**config.mk**
```make
export PLATFORM = sky130hd
export DESIGN_NAME = nor_id_sequencer
export DESIGN_NICKNAME = d
export VERILOG_FILES = /design/src/rtl/nor_id_pkg.sv /design/src/rtl/nor_id_framer.sv /design/src/rtl/nor_id_decode.sv /design/src/rtl/nor_id_sequencer.sv
export SDC_FILE = /design/constraint.sdc
export NUM_CORES = 1
export LEC_CHECK = 0
export BUFFER_PORTS_ARGS = -buffer_cell sky130_fd_sc_hd__buf_2
export CORE_MARGIN = 3
export CORE_UTILIZATION = 40
export CTS_CLUSTER_DIAMETER = 100
export CTS_CLUSTER_SIZE = 8
export DETAILED_ROUTE_END_ITERATION = 7
export GPL_ROUTABILITY_DRIVEN = 0
export PLACE_DENSITY = 0.71
export SLEW_MARGIN = 20
export SYNTH_ARGS = -nofsm -noshare
export SYNTH_HDL_FRONTEND = slang
export SYNTH_SLANG_ARGS = --single-unit
```
**constraint.sdc**
```tcl
create_clock -name clk -period 2.4 [get_ports clk]
set_input_delay 0.48 -clock clk [delete_from_list [all_inputs] [get_ports clk]]
set_output_delay 0.48 -clock clk [all_outputs]
set_load 0.02 [all_outputs]
```
**src/rtl/nor_id_pkg.sv**
```systemverilog
// Package nor_id_pkg
// Holds the shared command bytes and the state encodings for the flash
// probe sequencer and its helper blocks.
package nor_id_pkg;

    localparam logic [7:0] OP_READ_ID   = 8'h9F;
    localparam logic [7:0] FILL_BYTE    = 8'hA5;
    localparam logic [7:0] OP_WR_EN     = 8'h06;
    localparam logic [7:0] OP_UNPROTECT = 8'h98;
    localparam logic [7:0] OP_WR_DIS    = 8'h04;

    // Opcode plus three reply slots
    localparam int ID_FRAME_BYTES = 4;

    typedef enum logic [2:0] {
        SQ_IDLE,
        SQ_ID,
        SQ_CHECK,
        SQ_WREN,
        SQ_UNLK,
        SQ_WRDI,
        SQ_READY,
        SQ_FAIL
    } seq_state_t;

    typedef enum logic [1:0] {
        FR_IDLE,
        FR_GAP,
        FR_SHIFT
    } frame_state_t;

endpackage

```
**src/rtl/nor_id_framer.sv**
```systemverilog
// Module nor_id_framer
// Frames one chip-select transaction of 1..MAX_BYTES bytes on the byte
// handshake port. On go_i it first keeps chip select high for GAP_CYCLES
// cycles, then drops chip select and requests each byte in turn. After the
// final acknowledge it raises chip select again and pulses done_o.
// Assumes: spi_ack_i is a one-cycle strobe that arrives only while req_o is
// high. go_i is only honoured in the idle state.
module nor_id_framer
    import nor_id_pkg::*;
#(
    parameter int GAP_CYCLES = 4,
    parameter int MAX_BYTES  = 4,
    localparam int IDX_W = (MAX_BYTES > 1) ? $clog2(MAX_BYTES) : 1,
    localparam int CNT_W = $clog2(GAP_CYCLES + 1)
) (
    input  logic             clk,
    input  logic             rst_n,
    input  logic             go_i,
    input  logic [IDX_W:0]   nbytes_i,
    input  logic [7:0]       tx_i,
    input  logic             spi_ack_i,
    output logic             cs_n_o,
    output logic             req_o,
    output logic [7:0]       tx_o,
    output logic [IDX_W-1:0] idx_o,
    output logic             rx_valid_o,
    output logic             done_o
);

    frame_state_t     state_q;
    logic [IDX_W-1:0] idx_q;
    logic [IDX_W-1:0] last_q;
    logic [CNT_W-1:0] cnt_q;
    logic             done_q;

    // Frame state machine: idle -> chip-select-high gap -> byte shifting
    always_ff @(posedge clk) begin
        if (!rst_n) begin
            state_q <= FR_IDLE;
            idx_q   <= '0;
            last_q  <= '0;
            cnt_q   <= '0;
            done_q  <= 1'b0;
        end else begin
            done_q <= 1'b0;
            case (state_q)
                FR_IDLE: begin
                    if (go_i) begin
                        last_q  <= IDX_W'(nbytes_i - 1'b1);
                        idx_q   <= '0;
                        cnt_q   <= '0;
                        state_q <= FR_GAP;
                    end
                end
                FR_GAP: begin
                    if (cnt_q == CNT_W'(GAP_CYCLES - 1)) begin
                        state_q <= FR_SHIFT;
                    end else begin
                        cnt_q <= cnt_q + 1'b1;
                    end
                end
                FR_SHIFT: begin
                    if (spi_ack_i) begin
                        if (idx_q == last_q) begin
                            state_q <= FR_IDLE;
                            done_q  <= 1'b1;
                        end else begin
                            idx_q <= idx_q + 1'b1;
                        end
                    end
                end
                default: state_q <= FR_IDLE;
            endcase
        end
    end

    // Port drive: chip select and request are both decoded from the shift state
    always_comb begin
        cs_n_o     = (state_q != FR_SHIFT);
        req_o      = (state_q == FR_SHIFT);
        tx_o       = tx_i;
        idx_o      = idx_q;
        rx_valid_o = (state_q == FR_SHIFT) && spi_ack_i;
        done_o     = done_q;
    end

    // Checker: counts consecutive chip-select-high cycles, saturating at the gap
    logic [CNT_W:0] hi_run_q;
    always_ff @(posedge clk) begin
        if (!rst_n) begin
            hi_run_q <= '0;
        end else if (!cs_n_o) begin
            hi_run_q <= '0;
        end else if (hi_run_q < (CNT_W + 1)'(GAP_CYCLES)) begin
            hi_run_q <= hi_run_q + 1'b1;
        end
    end

    p_cs_gap_r7: assert property (@(posedge clk) disable iff (!rst_n)
        $fell(cs_n_o) |-> (hi_run_q >= (CNT_W + 1)'(GAP_CYCLES)));

    p_req_in_frame_r7: assert property (@(posedge clk) disable iff (!rst_n)
        req_o |-> !cs_n_o);

    p_tx_hold_r10: assert property (@(posedge clk) disable iff (!rst_n)
        (req_o && !spi_ack_i) |=> (req_o && $stable(tx_o)));

endmodule

```
**src/rtl/nor_id_decode.sv**
```systemverilog
// Module nor_id_decode
// Captures the three identification reply bytes as they arrive. Checks the
// vendor and family codes, and turns the size code into sector and page
// counts. Each supported size code doubles the one below it.
// Assumes: rx_valid_i marks a received byte and idx_i is its position
// within the identification frame.
module nor_id_decode #(
    parameter logic [7:0] MFR_ID       = 8'hBF,
    parameter logic [7:0] MEM_TYPE     = 8'h26,
    parameter logic [7:0] CAP_BASE     = 8'h41,
    parameter int         NUM_SIZES    = 3,
    parameter int         BASE_SECTORS = 512,
    parameter int         SECTOR_SHIFT = 12,
    parameter int         PAGE_SHIFT   = 8,
    parameter int         IDX_W        = 2,
    localparam int SECT_W = $clog2(BASE_SECTORS) + NUM_SIZES,
    localparam int PAGE_W = SECT_W + SECTOR_SHIFT - PAGE_SHIFT
) (
    input  logic              clk,
    input  logic              rst_n,
    input  logic              cap_en_i,
    input  logic              rx_valid_i,
    input  logic [IDX_W-1:0]  idx_i,
    input  logic [7:0]        rx_i,
    output logic              id_ok_o,
    output logic [SECT_W-1:0] sectors_o,
    output logic [PAGE_W-1:0] pages_o
);

    logic [7:0] mfr_q;
    logic [7:0] typ_q;
    logic [7:0] cap_q;

    // Reply capture: byte positions 1, 2 and 3 hold vendor, family and size
    always_ff @(posedge clk) begin
        if (!rst_n) begin
            mfr_q <= '0;
            typ_q <= '0;
            cap_q <= '0;
        end else if (cap_en_i && rx_valid_i) begin
            if (idx_i == IDX_W'(1)) mfr_q <= rx_i;
            if (idx_i == IDX_W'(2)) typ_q <= rx_i;
            if (idx_i == IDX_W'(3)) cap_q <= rx_i;
        end
    end

    logic [NUM_SIZES-1:0] hit;
    logic [SECT_W-1:0]    sect_opt [NUM_SIZES];
    logic [PAGE_W-1:0]    page_opt [NUM_SIZES];

    // One comparator and one geometry constant for each supported size code
    for (genvar g = 0; g < NUM_SIZES; g++) begin : g_size
        assign hit[g]      = (cap_q == 8'(int'(CAP_BASE) + g));
        assign sect_opt[g] = hit[g] ? (SECT_W'(BASE_SECTORS) << g) : '0;
        assign page_opt[g] = hit[g] ?
            (PAGE_W'(BASE_SECTORS) << (g + SECTOR_SHIFT - PAGE_SHIFT)) : '0;
    end

    // Merge the size options and qualify the identity
    always_comb begin
        sectors_o = '0;
        pages_o   = '0;
        for (int k = 0; k < NUM_SIZES; k++) begin
            sectors_o = sectors_o | sect_opt[k];
            pages_o   = pages_o | page_opt[k];
        end
        id_ok_o = (mfr_q == MFR_ID) && (typ_q == MEM_TYPE) && (|hit);
    end

endmodule

```
**src/rtl/nor_id_sequencer.sv**
```systemverilog
// Module nor_id_sequencer
// Top of the flash probe. On start it runs the identification frame, checks
// the reply, and then either sends the unprotect command trio and reports
// ready with the geometry, or reports error. The routine runs once per reset.
// Assumes: the byte shifter behind spi_req_o/spi_ack_i gives one
// acknowledge per requested byte.
module nor_id_sequencer
    import nor_id_pkg::*;
#(
    parameter int         GAP_CYCLES   = 4,
    parameter logic [7:0] MFR_ID       = 8'hBF,
    parameter logic [7:0] MEM_TYPE     = 8'h26,
    parameter logic [7:0] CAP_BASE     = 8'h41,
    parameter int         NUM_SIZES    = 3,
    parameter int         BASE_SECTORS = 512,
    parameter int         SECTOR_SHIFT = 12,
    parameter int         PAGE_SHIFT   = 8,
    localparam int SECT_W  = $clog2(BASE_SECTORS) + NUM_SIZES,
    localparam int PAGE_W  = SECT_W + SECTOR_SHIFT - PAGE_SHIFT,
    localparam int SHIFT_W = 5
) (
    input  logic               clk,
    input  logic               rst_n,
    input  logic               start_i,
    output logic               spi_cs_n_o,
    output logic               spi_req_o,
    output logic [7:0]         spi_tx_o,
    input  logic               spi_ack_i,
    input  logic [7:0]         spi_rx_i,
    output logic               ready_o,
    output logic               error_o,
    output logic [SECT_W-1:0]  nsectors_o,
    output logic [PAGE_W-1:0]  npages_o,
    output logic [SHIFT_W-1:0] sector_shift_o,
    output logic [SHIFT_W-1:0] page_shift_o
);

    localparam int IDX_W = $clog2(ID_FRAME_BYTES);

    seq_state_t        state_q;
    seq_state_t        state_d;
    logic              fr_go;
    logic [IDX_W:0]    fr_nbytes;
    logic [7:0]        fr_tx;
    logic [IDX_W-1:0]  fr_idx;
    logic              fr_rx_valid;
    logic              fr_done;
    logic              id_ok;
    logic [SECT_W-1:0] dec_sectors;
    logic [PAGE_W-1:0] dec_pages;
    logic [SECT_W-1:0] sect_q;
    logic [PAGE_W-1:0] page_q;

    nor_id_framer #(
        .GAP_CYCLES (GAP_CYCLES),
        .MAX_BYTES  (ID_FRAME_BYTES)
    ) u_framer (
        .clk        (clk),
        .rst_n      (rst_n),
        .go_i       (fr_go),
        .nbytes_i   (fr_nbytes),
        .tx_i       (fr_tx),
        .spi_ack_i  (spi_ack_i),
        .cs_n_o     (spi_cs_n_o),
        .req_o      (spi_req_o),
        .tx_o       (spi_tx_o),
        .idx_o      (fr_idx),
        .rx_valid_o (fr_rx_valid),
        .done_o     (fr_done)
    );

    nor_id_decode #(
        .MFR_ID       (MFR_ID),
        .MEM_TYPE     (MEM_TYPE),
        .CAP_BASE     (CAP_BASE),
        .NUM_SIZES    (NUM_SIZES),
        .BASE_SECTORS (BASE_SECTORS),
        .SECTOR_SHIFT (SECTOR_SHIFT),
        .PAGE_SHIFT   (PAGE_SHIFT),
        .IDX_W        (IDX_W)
    ) u_decode (
        .clk        (clk),
        .rst_n      (rst_n),
        .cap_en_i   (state_q == SQ_ID),
        .rx_valid_i (fr_rx_valid),
        .idx_i      (fr_idx),
        .rx_i       (spi_rx_i),
        .id_ok_o    (id_ok),
        .sectors_o  (dec_sectors),
        .pages_o    (dec_pages)
    );

    // Next-state logic and frame launch for each step of the routine
    always_comb begin
        state_d   = state_q;
        fr_go     = 1'b0;
        fr_nbytes = (IDX_W + 1)'(1);
        case (state_q)
            SQ_IDLE: begin
                if (start_i) begin
                    fr_go     = 1'b1;
                    fr_nbytes = (IDX_W + 1)'(ID_FRAME_BYTES);
                    state_d   = SQ_ID;
                end
            end
            SQ_ID:    if (fr_done) state_d = SQ_CHECK;
            SQ_CHECK: begin
                if (id_ok) begin
                    fr_go   = 1'b1;
                    state_d = SQ_WREN;
                end else begin
                    state_d = SQ_FAIL;
                end
            end
            SQ_WREN: begin
                if (fr_done) begin
                    fr_go   = 1'b1;
                    state_d = SQ_UNLK;
                end
            end
            SQ_UNLK: begin
                if (fr_done) begin
                    fr_go   = 1'b1;
                    state_d = SQ_WRDI;
                end
            end
            SQ_WRDI:  if (fr_done) state_d = SQ_READY;
            default:  state_d = state_q;
        endcase
    end

    // Byte to send, chosen by the current step and the position in the frame
    always_comb begin
        case (state_q)
            SQ_ID:   fr_tx = (fr_idx == '0) ? OP_READ_ID : FILL_BYTE;
            SQ_WREN: fr_tx = OP_WR_EN;
            SQ_UNLK: fr_tx = OP_UNPROTECT;
            SQ_WRDI: fr_tx = OP_WR_DIS;
            default: fr_tx = FILL_BYTE;
        endcase
    end

    // State register, and geometry latched at the moment the identity is accepted
    always_ff @(posedge clk) begin
        if (!rst_n) begin
            state_q <= SQ_IDLE;
            sect_q  <= '0;
            page_q  <= '0;
        end else begin
            state_q <= state_d;
            if (state_q == SQ_CHECK && id_ok) begin
                sect_q <= dec_sectors;
                page_q <= dec_pages;
            end
        end
    end

    // Result outputs; geometry is shown only while ready
    always_comb begin
        ready_o        = (state_q == SQ_READY);
        error_o        = (state_q == SQ_FAIL);
        nsectors_o     = ready_o ? sect_q : '0;
        npages_o       = ready_o ? page_q : '0;
        sector_shift_o = ready_o ? SHIFT_W'(SECTOR_SHIFT) : '0;
        page_shift_o   = ready_o ? SHIFT_W'(PAGE_SHIFT) : '0;
    end

    p_excl_r8: assert property (@(posedge clk) disable iff (!rst_n)
        !(ready_o && error_o));

    p_ready_sticky_r8: assert property (@(posedge clk) disable iff (!rst_n)
        ready_o |=> (ready_o && !error_o));

    p_err_sticky_r8: assert property (@(posedge clk) disable iff (!rst_n)
        error_o |=> (error_o && !ready_o));

    p_reject_r6: assert property (@(posedge clk) disable iff (!rst_n)
        (state_q == SQ_CHECK && !id_ok) |=> error_o);

    p_err_quiet_r6: assert property (@(posedge clk) disable iff (!rst_n)
        error_o |-> (spi_cs_n_o && !spi_req_o));

    p_shift_r4: assert property (@(posedge clk) disable iff (!rst_n)
        ready_o |-> (sector_shift_o == SHIFT_W'(SECTOR_SHIFT) &&
                     page_shift_o == SHIFT_W'(PAGE_SHIFT)));

    p_geom_zero_r4: assert property (@(posedge clk) disable iff (!rst_n)
        !ready_o |-> (nsectors_o == '0 && npages_o == '0));

endmodule

```
==> flow_summary.json, run 1 <==
{
  "fp.coreArea_sq_um": 5172,
  "numCtsBuffers": 5,
  "synth-seq-cells": 39,
  "finish.utilization": 0.4446,
  "grt_pass1_vias": 1505,
  "clk_pin_slew_worst_paths_ps": 70,
  "drv_cap": 0,
  "drtPass1Iterations": 4,
  "viasPerCell": 4.908,
  "finalHoldViolCount": 0,
  "post_cts.repair.setup_buffers": 0,
  "status": "finished, final reports clean",
  "fmax_ghz": 0.4690,
  "setup_violations": 0,
  "critical_path.max_fanout": 11,
  "grt_first_pass_wirelength_microns": 6906,
  "wire_per_inst_microns": 11.52,
  "via_count": 1806,
  "synth_area_sq_um": 2178,
  "hp-start": "page_q[14]",
  "fin_setup_tns_ps": 0,
  "syn2layout_area_growth_pct": 5.572,
  "wl_microns": 4240,
  "grt_antenna_before_repair": 0,
  "synthCells": 277,
  "diodes": 0,
  "post-route-period-util": 0.8884,
  "crit_arrival_ps": 1650,
  "cts_root_buf": "clkbuf_8",
  "synth.distinct_cells": 43,
  "cts_tree": "done",
  "cts_max_path_buffers": 2,
  "avgSynthCellArea_sq_um": 7.864,
  "drtIter0Drc": 88,
  "groute.usage.overall": 0.1364,
  "min_period_ps": 2132,
  "rsz0062_at_grt": "false",
  "powerDensity_nw_per_um2": 532.1,
  "wl_met1_microns": 2009,
  "fp-row-count": 26,
  "final_common_cell": "nand2_1",
  "drive_gt1_frac": 0.1611,
  "die_width_microns": 79.80,
  "holdCritPathClass": "reg -> reg",
  "p_leak_nw": 0.9070,
  "r2r-end": "page_q[13]",
  "grt.overflow.total": 0,
  "ctsHoldBuffers": 0,
  "htreeDepth": 2,
  "clkSinkCount": 39,
  "die_h_microns": 79.80,
  "slew_viol_final": 0,
  "initial_core_util": 0.4211,
  "r2r_setup_slack_ps": 330,
  "met2_length_microns": 1845,
  "top_layer": "met4",
  "grt_max_degree": 28,
  "dieArea_sq_um": 6367,
  "hpwlAfterDp_microns": 3078,
  "min_to": "page_q[14]",
  "wl_met3_microns": 353,
  "worstSkewPairLatency_ps": 290,
  "drc_errors": 0,
  "io_buffers": 31,
  "postRouteAntennaNets": 0,
  "finalClockSkew_ps": 7.386,
  "post_cts_resized": 0,
  "ir_drop_uv": 436.7,
  "final_cell_mix": "nand2_1, dfxtp_1, a21oi_1",
  "cp-start-kind": "register",
  "yosysWarnings": 0,
  "worstPathRequired_ps": 1920,
  "r2r_start": "u_decode.cap_q[2]",
  "cp-end-kind": "output pin",
  "criticalPathCategory": "reg -> out",
  "holdPathStages": 2,
  "yosysSeqAreaShare": 0.3584,
  "reg2reg_depth": 5,
  "pin_count": 62,
  "final_nets": 315
}
==> registers in the layout, indices dropped and copies added (netlist names) <==
signal and count:
u_framer.state_q 2, u_decode.typ_q 8, state_q 3, u_framer.idx_o 2, u_decode.cap_q 8, u_framer.last_q 1
u_decode.mfr_q 8, u_framer.done_o 1, page_q 3, u_framer.cnt_q 3
==> critical path, stage by stage, from the launching register on <==
cell and delay (ps):
dfxtp_1 530, nor2b_1 430, and3_1 240, buf_2 170
==> how the worst max path moves through the flow <==
stage | slack, ps | cells past startpoint | from | endpoint
finish | 270 | 3 | state_q[2] | npages_o[14]
global route | 130 | 6 | state_q[0] | u_decode.typ_q[1]
CTS | 270 | 3 | state_q[2] | npages_o[14]
detailed placement | 350 | 5 | u_decode.cap_q[2] | page_q[13]
global placement | 350 | 5 | u_decode.mfr_q[3] | page_q[13]
floorplan | 420 | 6 | u_decode.cap_q[2] | page_q[14]
==> cell usage after synthesis, drive strengths merged <==
master,number,share of area
o32ai,1,0.0040
nand3,33,0.076
or4,3,0.013
and2,2,0.0057
xor2,1,0.0040
or3b,1,0.0040
ha,6,0.034
and4b,1,0.0046
or3,1,0.0029
nor3b,3,0.015
nand3b,4,0.014
conb,1,0.0017
o22ai,1,0.0029
buf,39,0.13
clkbuf,11,0.019
dfxtp,39,0.36
o21a,3,0.010
clkinv,1,0.0017
a2111oi,1,0.0069
nand4b,1,0.0040
nor2,9,0.016
a21oi,34,0.078
nor2b,3,0.0086
nand4,2,0.0057
nand2,40,0.069
nor4,1,0.0098
a31oi,5,0.014
inv,6,0.010
o21ai,7,0.016
o2111ai,1,0.0040
and3,5,0.014
mux2i,1,0.0046
nor3,1,0.0023
or2,1,0.0029
nor4bb,1,0.0046
nand2b,5,0.014
or4b,1,0.0046
o211a,1,0.0046
==> cell type report <==
class / instances / area, sq um
Fill cell: 542 / 2873
Clock inverter: 1 / 5.005
Tap cell: 70 / 87.58
Inverter: 7 / 26.28
Sequential cell: 39 / 780.7
Clock buffer: 7 / 76.32
Multi-Input combinational cell: 210 / 1146
Timing Repair Buffer: 34 / 177.7
==> kinds of logic (layout without fill, tap and decap cells) <==
group                    after synthesis  count (layout)  share of synthesized area
AND/OR/NAND/NOR                      118             118                     0.2901
AO/OA/AOI/OAI                         54              54                     0.1413
adder cells (fa/ha/maj)                6               6                    0.03446
flip-flops                            39              39                     0.3584
multiplexers                           1               1                   0.004595
buffers and inverters                 57              49                     0.1654
other                                  1              30                   0.001721
XOR/XNOR                               1               1                   0.004021
==> power by group <==
part / internal [mW] / leakage (nW) / switching (mW)
Clock: 0.204 / 0.0422 / 0.219
Sequential: 0.655 / 0.315 / 0.0133
Combinational: 0.0349 / 0.550 / 0.0978
==> through the flow <==
stage	worst slack, ps	cell area [sq um]	hold WS [ps]	total power, mW	instances
3_3_place_gp	345.5	2218	440.0	0.8133	360
6_report	267.7	2300	448.6	1.224	368
2_1_floorplan	423.9	2287	427.4	0.8194	306
5_1_grt	134.8	2300	457.3	1.285	368
3_5_place_dp	345.1	2218	439.1	0.8145	360
4_1_cts	269.1	2300	448.8	1.236	368
==> layer usage <==
layer,vias to the layer above,track usage
li1,927,-
met1,811,0.1904
met2,63,0.2045
met3,5,0.04063
met4,0,0.03547
met5,-,0
(Power assumes the default switching activity.)
==> run 2: changes to the inputs <==
Clock period 2.4 ns to 2.6 ns, I/O delays scaled along.
==> run 2 against run 1 <==
Cell count unchanged. Critical path depth is 2 higher. Critical endpoint is now page_q[13]. Register-to-register slack better by 80 ps. Largest cell class unchanged. Clock skew is 2.2 ps lower. Global-route usage is 0.51 points higher. Non-clock buffer count stayed put. Cell area rose by 1.6%. Power is 3.1% higher.
==> flow_summary.json, run 2 (same netlist as run 1, synthesis figures left out) <==
{
  "crit_arrival_ps": 2410,
  "clk_pin_slew_worst_paths_ps": 70,
  "finalClockSkew_ps": 5.211,
  "clkSinkCount": 39,
  "die_h_microns": 79.80,
  "post_cts_resized": 0,
  "crit_chain": "nor4bb_1 > o2111ai_1 > or4_4 > or4b_1 > a21oi_1",
  "min_to": "u_decode.cap_q[6]",
  "drive_gt1_frac": 0.1678,
  "drtPass1Iterations": 4,
  "min_period_ps": 2187,
  "drtIter0Drc": 66,
  "via_count": 1837,
  "reg2reg_depth": 5,
  "wl_microns": 4319,
  "r2r_setup_slack_ps": 410,
  "cts_root_buf": "clkbuf_8",
  "crit_path_max_incr_delay_ps": 580,
  "worstSkewPairLatency_ps": 290,
  "slew_viol_final": 0,
  "fp-row-count": 26,
  "rsz0062_at_grt": "false",
  "grt_antenna_before_repair": 0,
  "grt_first_pass_wirelength_microns": 7224,
  "htreeDepth": 2,
  "wire_per_inst_microns": 11.74,
  "fmax_ghz": 0.4572,
  "critical_path.max_fanout": 11,
  "grt_pass1_vias": 1570,
  "cts_tree": "done",
  "cp-end-kind": "register",
  "status": "finished, final reports clean",
  "die_width_microns": 79.80,
  "postRouteAntennaNets": 0,
  "drv_cap": 0,
  "diodes": 0,
  "dieArea_sq_um": 6367,
  "timing.final.ws_setup_ps": 412.9,
  "numCtsBuffers": 5,
  "hpwlAfterDp_microns": 3146,
  "post_cts.repair.setup_buffers": 0,
  "r2r-end": "page_q[13]",
  "viasPerCell": 4.992,
  "grt.overflow.total": 0,
  "grt_max_degree": 28,
  "cts_max_path_buffers": 2,
  "top_regs": "u_decode.cap_q x8, u_decode.mfr_q x8, u_decode.typ_q x8",
  "ctsHoldBuffers": 0,
  "fill_cells": 522,
  "finalHoldViolCount": 0,
  "final_common_cell": "nand2_1",
  "hp-start": "u_decode.cap_q[6]",
  "fp.coreArea_sq_um": 5172,
  "syn2layout_area_growth_pct": 7.237,
  "setup_violations": 0,
  "holdWs_ps": 453.9,
  "cp-start-kind": "register",
  "drc_errors": 0,
  "final_cell_mix": "nand2_1, dfxtp_1, a21oi_1",
  "io_buffers": 31,
  "post-route-period-util": 0.8412,
  "holdCritPathClass": "reg -> reg",
  "pin_count": 62,
  "worstPathRequired_ps": 2820,
  "p_leak_nw": 0.9259,
  "pre_cts_ws_ps": 477.3,
  "initial_core_util": 0.4211,
  "final_nets": 315,
  "r2r_start": "u_decode.mfr_q[3]",
  "criticalPathCategory": "reg -> reg",
  "ir_drop_uv": 289.6,
  "critPathSlowestCell": "or4_4",
  "groute.usage.overall": 0.1415,
  "powerDensity_nw_per_um2": 540.3,
  "fin_setup_tns_ps": 0,
  "holdPathStages": 2
}
[run 2: cell count changes in the layout (fill, tap and decap cells not counted)]
cell	change
bufinv_16	+1
clkbuf_1	-2
clkbuf_8	+1
[run 2: layout make-up]
type                            instances  area, sq um  area share
Clock buffer                            6        82.58     0.03535
Clock inverter                          2        35.03     0.01500
Inverter                                7        26.28     0.01125
Multi-Input combinational cell        210         1146      0.4906
Sequential cell                        39        780.7      0.3342
Tap cell                               70        87.58     0.03749
Timing Repair Buffer                   34        177.7     0.07606
[run 2: how the worst max path moves through the flow]
stage / startpoint / slack [ps] / end / depth (start not counted)
2_1_floorplan: state_q[2] / 610 / spi_tx_o[4] / 5
3_3_place_gp: u_decode.cap_q[2] / 550 / page_q[13] / 5
3_5_place_dp: u_decode.mfr_q[3] / 480 / page_q[13] / 5
4_1_cts: state_q[2] / 410 / nsectors_o[10] / 3
5_1_grt: state_q[2] / 260 / npages_o[14] / 3
6_report: u_decode.mfr_q[3] / 410 / page_q[13] / 5
[run 2: critical path, delay by kind of cell, from the launching register on]
family	cells	cell delay, ps
and+or+nand+nor	3	1430
AOI/OAI and AO/OA	2	340
DFF	1	340
[run 2: report_power, final]
group	switching, mW	leakage [nW]	internal, mW
Sequential	0.0131	0.315	0.604
Clock	0.212	0.0612	0.310
Combinational	0.0905	0.550	0.0322
[run 2: per-stage QoR]
step	cell area, sq um	util	power, mW	cells
floorplan	2287	-	0.7564	306
global placement	2218	0.4289	0.7508	360
detailed placement	2218	0.4289	0.7520	360
CTS	2336	0.4516	1.271	368
global route	2336	0.4516	1.320	368
finish	2336	0.4516	1.262	368
[run 2: per-layer routing]
layer	up-vias	part of all wire	global-route usage
li1	924	-	-
met3	7	0.078	0.03160
met4	0	0.016	0.06926
met5	-	0	0
met1	838	0.47	0.1867
met2	68	0.44	0.2170
==> run 3: changes to the inputs <==
Settings changed: ABC_AREA set to 1.
Clock period 2.6 ns to 2.2 ns, I/O delays scaled along.
==> run 3 against run 2 <==
Routed wire length fell by 3.3%. Sequential power is 46% higher. Clock power down 13%. Register-to-register slack better by 170 ps. Die area up 3.3%. Sequential share of layout area is 0.63 points lower. Core utilization barely moved. Via count increased by 1.5%. Clock skew is essentially flat. Power up 88%. Worst hold slack lost 22 ps.
==> flow_summary.json, run 3 <==
{
  "numCtsBuffers": 5,
  "synthCells": 322,
  "grt_pass1_vias": 1598,
  "hpwlAfterDp_microns": 3350,
  "drv_cap": 0,
  "synthAdderAreaFrac": 0.03326,
  "yosysWarnings": 0,
  "die_width_microns": 81.12,
  "diodes": 0,
  "yosys-top-cells-area": "dfxtp_1, buf_4, nor2_1",
  "die_h_microns": 81.12,
  "min_period_ps": 2037,
  "synth_edf_count": 0,
  "slew_viol_final": 0,
  "postRouteAntennaNets": 0,
  "post_cts.repair.setup_buffers": 0,
  "p_leak_nw": 1.134,
  "synth_common_cells": "nor2_1, nand2_1, dfxtp_1",
  "holdCritPathClass": "in -> reg",
  "fp.coreArea_sq_um": 5270,
  "combinationalPowerShare": 0.429,
  "final_cell_mix": "nor2_1, nand2_1, dfxtp_1",
  "yosys.area_share.xor_xnor": 0,
  "yosysSeqAreaShare": 0.3459,
  "htreeDepth": 2,
  "drtPass1Iterations": 4,
  "critical_path.max_fanout": 9,
  "drtIter0Drc": 57,
  "setup_violations": 0,
  "status": "finished, final reports clean",
  "ctsHoldBuffers": 0,
  "powerDensity_nw_per_um2": 995.4,
  "cts_root_buf": "clkbuf_8",
  "pwr-share-clk": 0.192,
  "internal_power_mw": 1.344,
  "worstSkewPairLatency_ps": 290,
  "synth-async-reset-ratio": 0,
  "final_common_cell": "nor2_1",
  "critPathSlowestCell": "dfxtp_1",
  "synth_area_sq_um": 2257,
  "p_total_mw": 2.370,
  "finalHoldViolCount": 0,
  "grt_first_pass_wirelength_microns": 6727,
  "p_seq_frac": 0.379,
  "avgSynthCellArea_sq_um": 7.010,
  "synth-seq-cells": 39,
  "wire_per_inst_microns": 9.993,
  "synth_most_common_cell": "nor2_1",
  "fp-row-count": 26,
  "ir_drop_uv": 487.0,
  "post_cts_resized": 0,
  "holdWs_ps": 432.2,
  "switching_share": 0.4328,
  "syn2layout_area_growth_pct": 5.488,
  "via_count": 1864,
  "synth_top_area_frac": 0.3459,
  "fill_cells": 567,
  "viasPerCell": 4.459,
  "dieArea_sq_um": 6580,
  "finalClockSkew_ps": 5.526,
  "synth.distinct_cells": 29,
  "grt_antenna_before_repair": 0,
  "top_regs": "u_decode.cap_q x8, u_decode.mfr_q x8, u_decode.typ_q x8",
  "drc_errors": 0,
  "crit_path_max_incr_delay_ps": 530,
  "crit_arrival_ps": 1600,
  "fmax_ghz": 0.4909,
  "cp_common_cell": "nor2_1",
  "fin_setup_tns_ps": 0,
  "cts_max_path_buffers": 2,
  "cp-end-kind": "output pin",
  "p_sw_mw": 1.026,
  "clkSinkCount": 39,
  "yosys.area_share.simple": 0.2572,
  "post-route-period-util": 0.9260,
  "yosys_most_used_dff": "dfxtp_1",
  "criticalPathCategory": "reg -> out",
  "rsz0062_at_grt": "false",
  "synth_mux_area_frac": 0,
  "clk_pin_slew_worst_paths_ps": 70,
  "cts_tree": "done",
  "multi_input_area_sq_um": 1101,
  "cp-start-kind": "register",
  "io_buffers": 31,
  "worst-path-buf-inv": 2,
  "worstPathRequired_ps": 1760,
  "grt_max_degree": 20,
  "final_nets": 365,
  "pin_count": 62,
  "grt.overflow.total": 0,
  "crit_chain": "nand2_1 > nor2_1 > inv_1 > nor2_1 > buf_2",
  "yosys.area.top_type": "dfxtp_1",
  "regArea_sq_um": 780.7,
  "groute.usage.overall": 0.1305,
  "synth_top_family_by_area": "simple AND/OR/NAND/NOR gates",
  "synth_compound_area_frac": 0.1475,
  "wl_microns": 4177,
  "crit_family": "flip-flops",
  "initial_core_util": 0.4283,
  "drive_gt1_frac": 0.1954
}
run 3: power by group through the flow:
stage	Clock, mW	Sequential, mW	Combinational (mW)
floorplan	0	0.882	0.881
global placement	0	0.909	1.01
detailed placement	0	0.913	1.02
CTS	0.471	0.897	1.03
global route	0.502	0.915	1.15
finish	0.456	0.898	1.02
run 3: logic make-up after synthesis:
group | count (synthesis)
AND/OR/NAND/NOR | 128
buffers and inverters | 86
AO/OA/AOI/OAI | 62
flip-flops | 39
adder cells (fa/ha/maj) | 6
other | 1
run 3: worst reg2reg max path, delay by kind of cell, from the launching register on:
family                 cells  cell delay, ps
and+or+nand+nor            5             540
AOI/OAI and AO/OA          2             300
DFF                        1             530
buffers and inverters      2             170
run 3: path summary, 6_finish.rpt:
kind	from	endpoint	slack (ps)	cells past startpoint
max	state_q[1]	npages_o[15]	160	5
min	spi_rx_i[5]	u_decode.typ_q[5]	430	3
max reg2reg	state_q[1]	u_framer.cnt_q[0]	580	9
min reg2reg	u_decode.cap_q[7]	u_decode.cap_q[7]	440	2
run 3: through the flow:
step | setup WS [ps] | utilization | instances | cell area, sq um
global placement | 551.5 | 0.4364 | 410 | 2300
global route | 18.72 | 0.4518 | 418 | 2381
CTS | 142.7 | 0.4518 | 418 | 2381
detailed placement | 463.4 | 0.4364 | 410 | 2300
finish | 162.8 | 0.4518 | 418 | 2381
floorplan | 68.00 | - | 351 | 2366
run 3: final cells by class:
class,instances,share of cell area
timing repair buffer,32,0.06831
sequential,39,0.3279
multi-input combinational,226,0.4624
clock inverter,1,0.002102
inverter,43,0.07042
clock buffer,7,0.03205
tap,70,0.03678
run 3: layer usage:
| layer | GRT usage | wire length, microns |
|---|---|---|
| met1 | 0.1517 | 1884 |
| met2 | 0.2233 | 1943 |
| met3 | 0.04324 | 287 |
| met4 | 0.04561 | 62 |
| met5 | 0 | 0 |
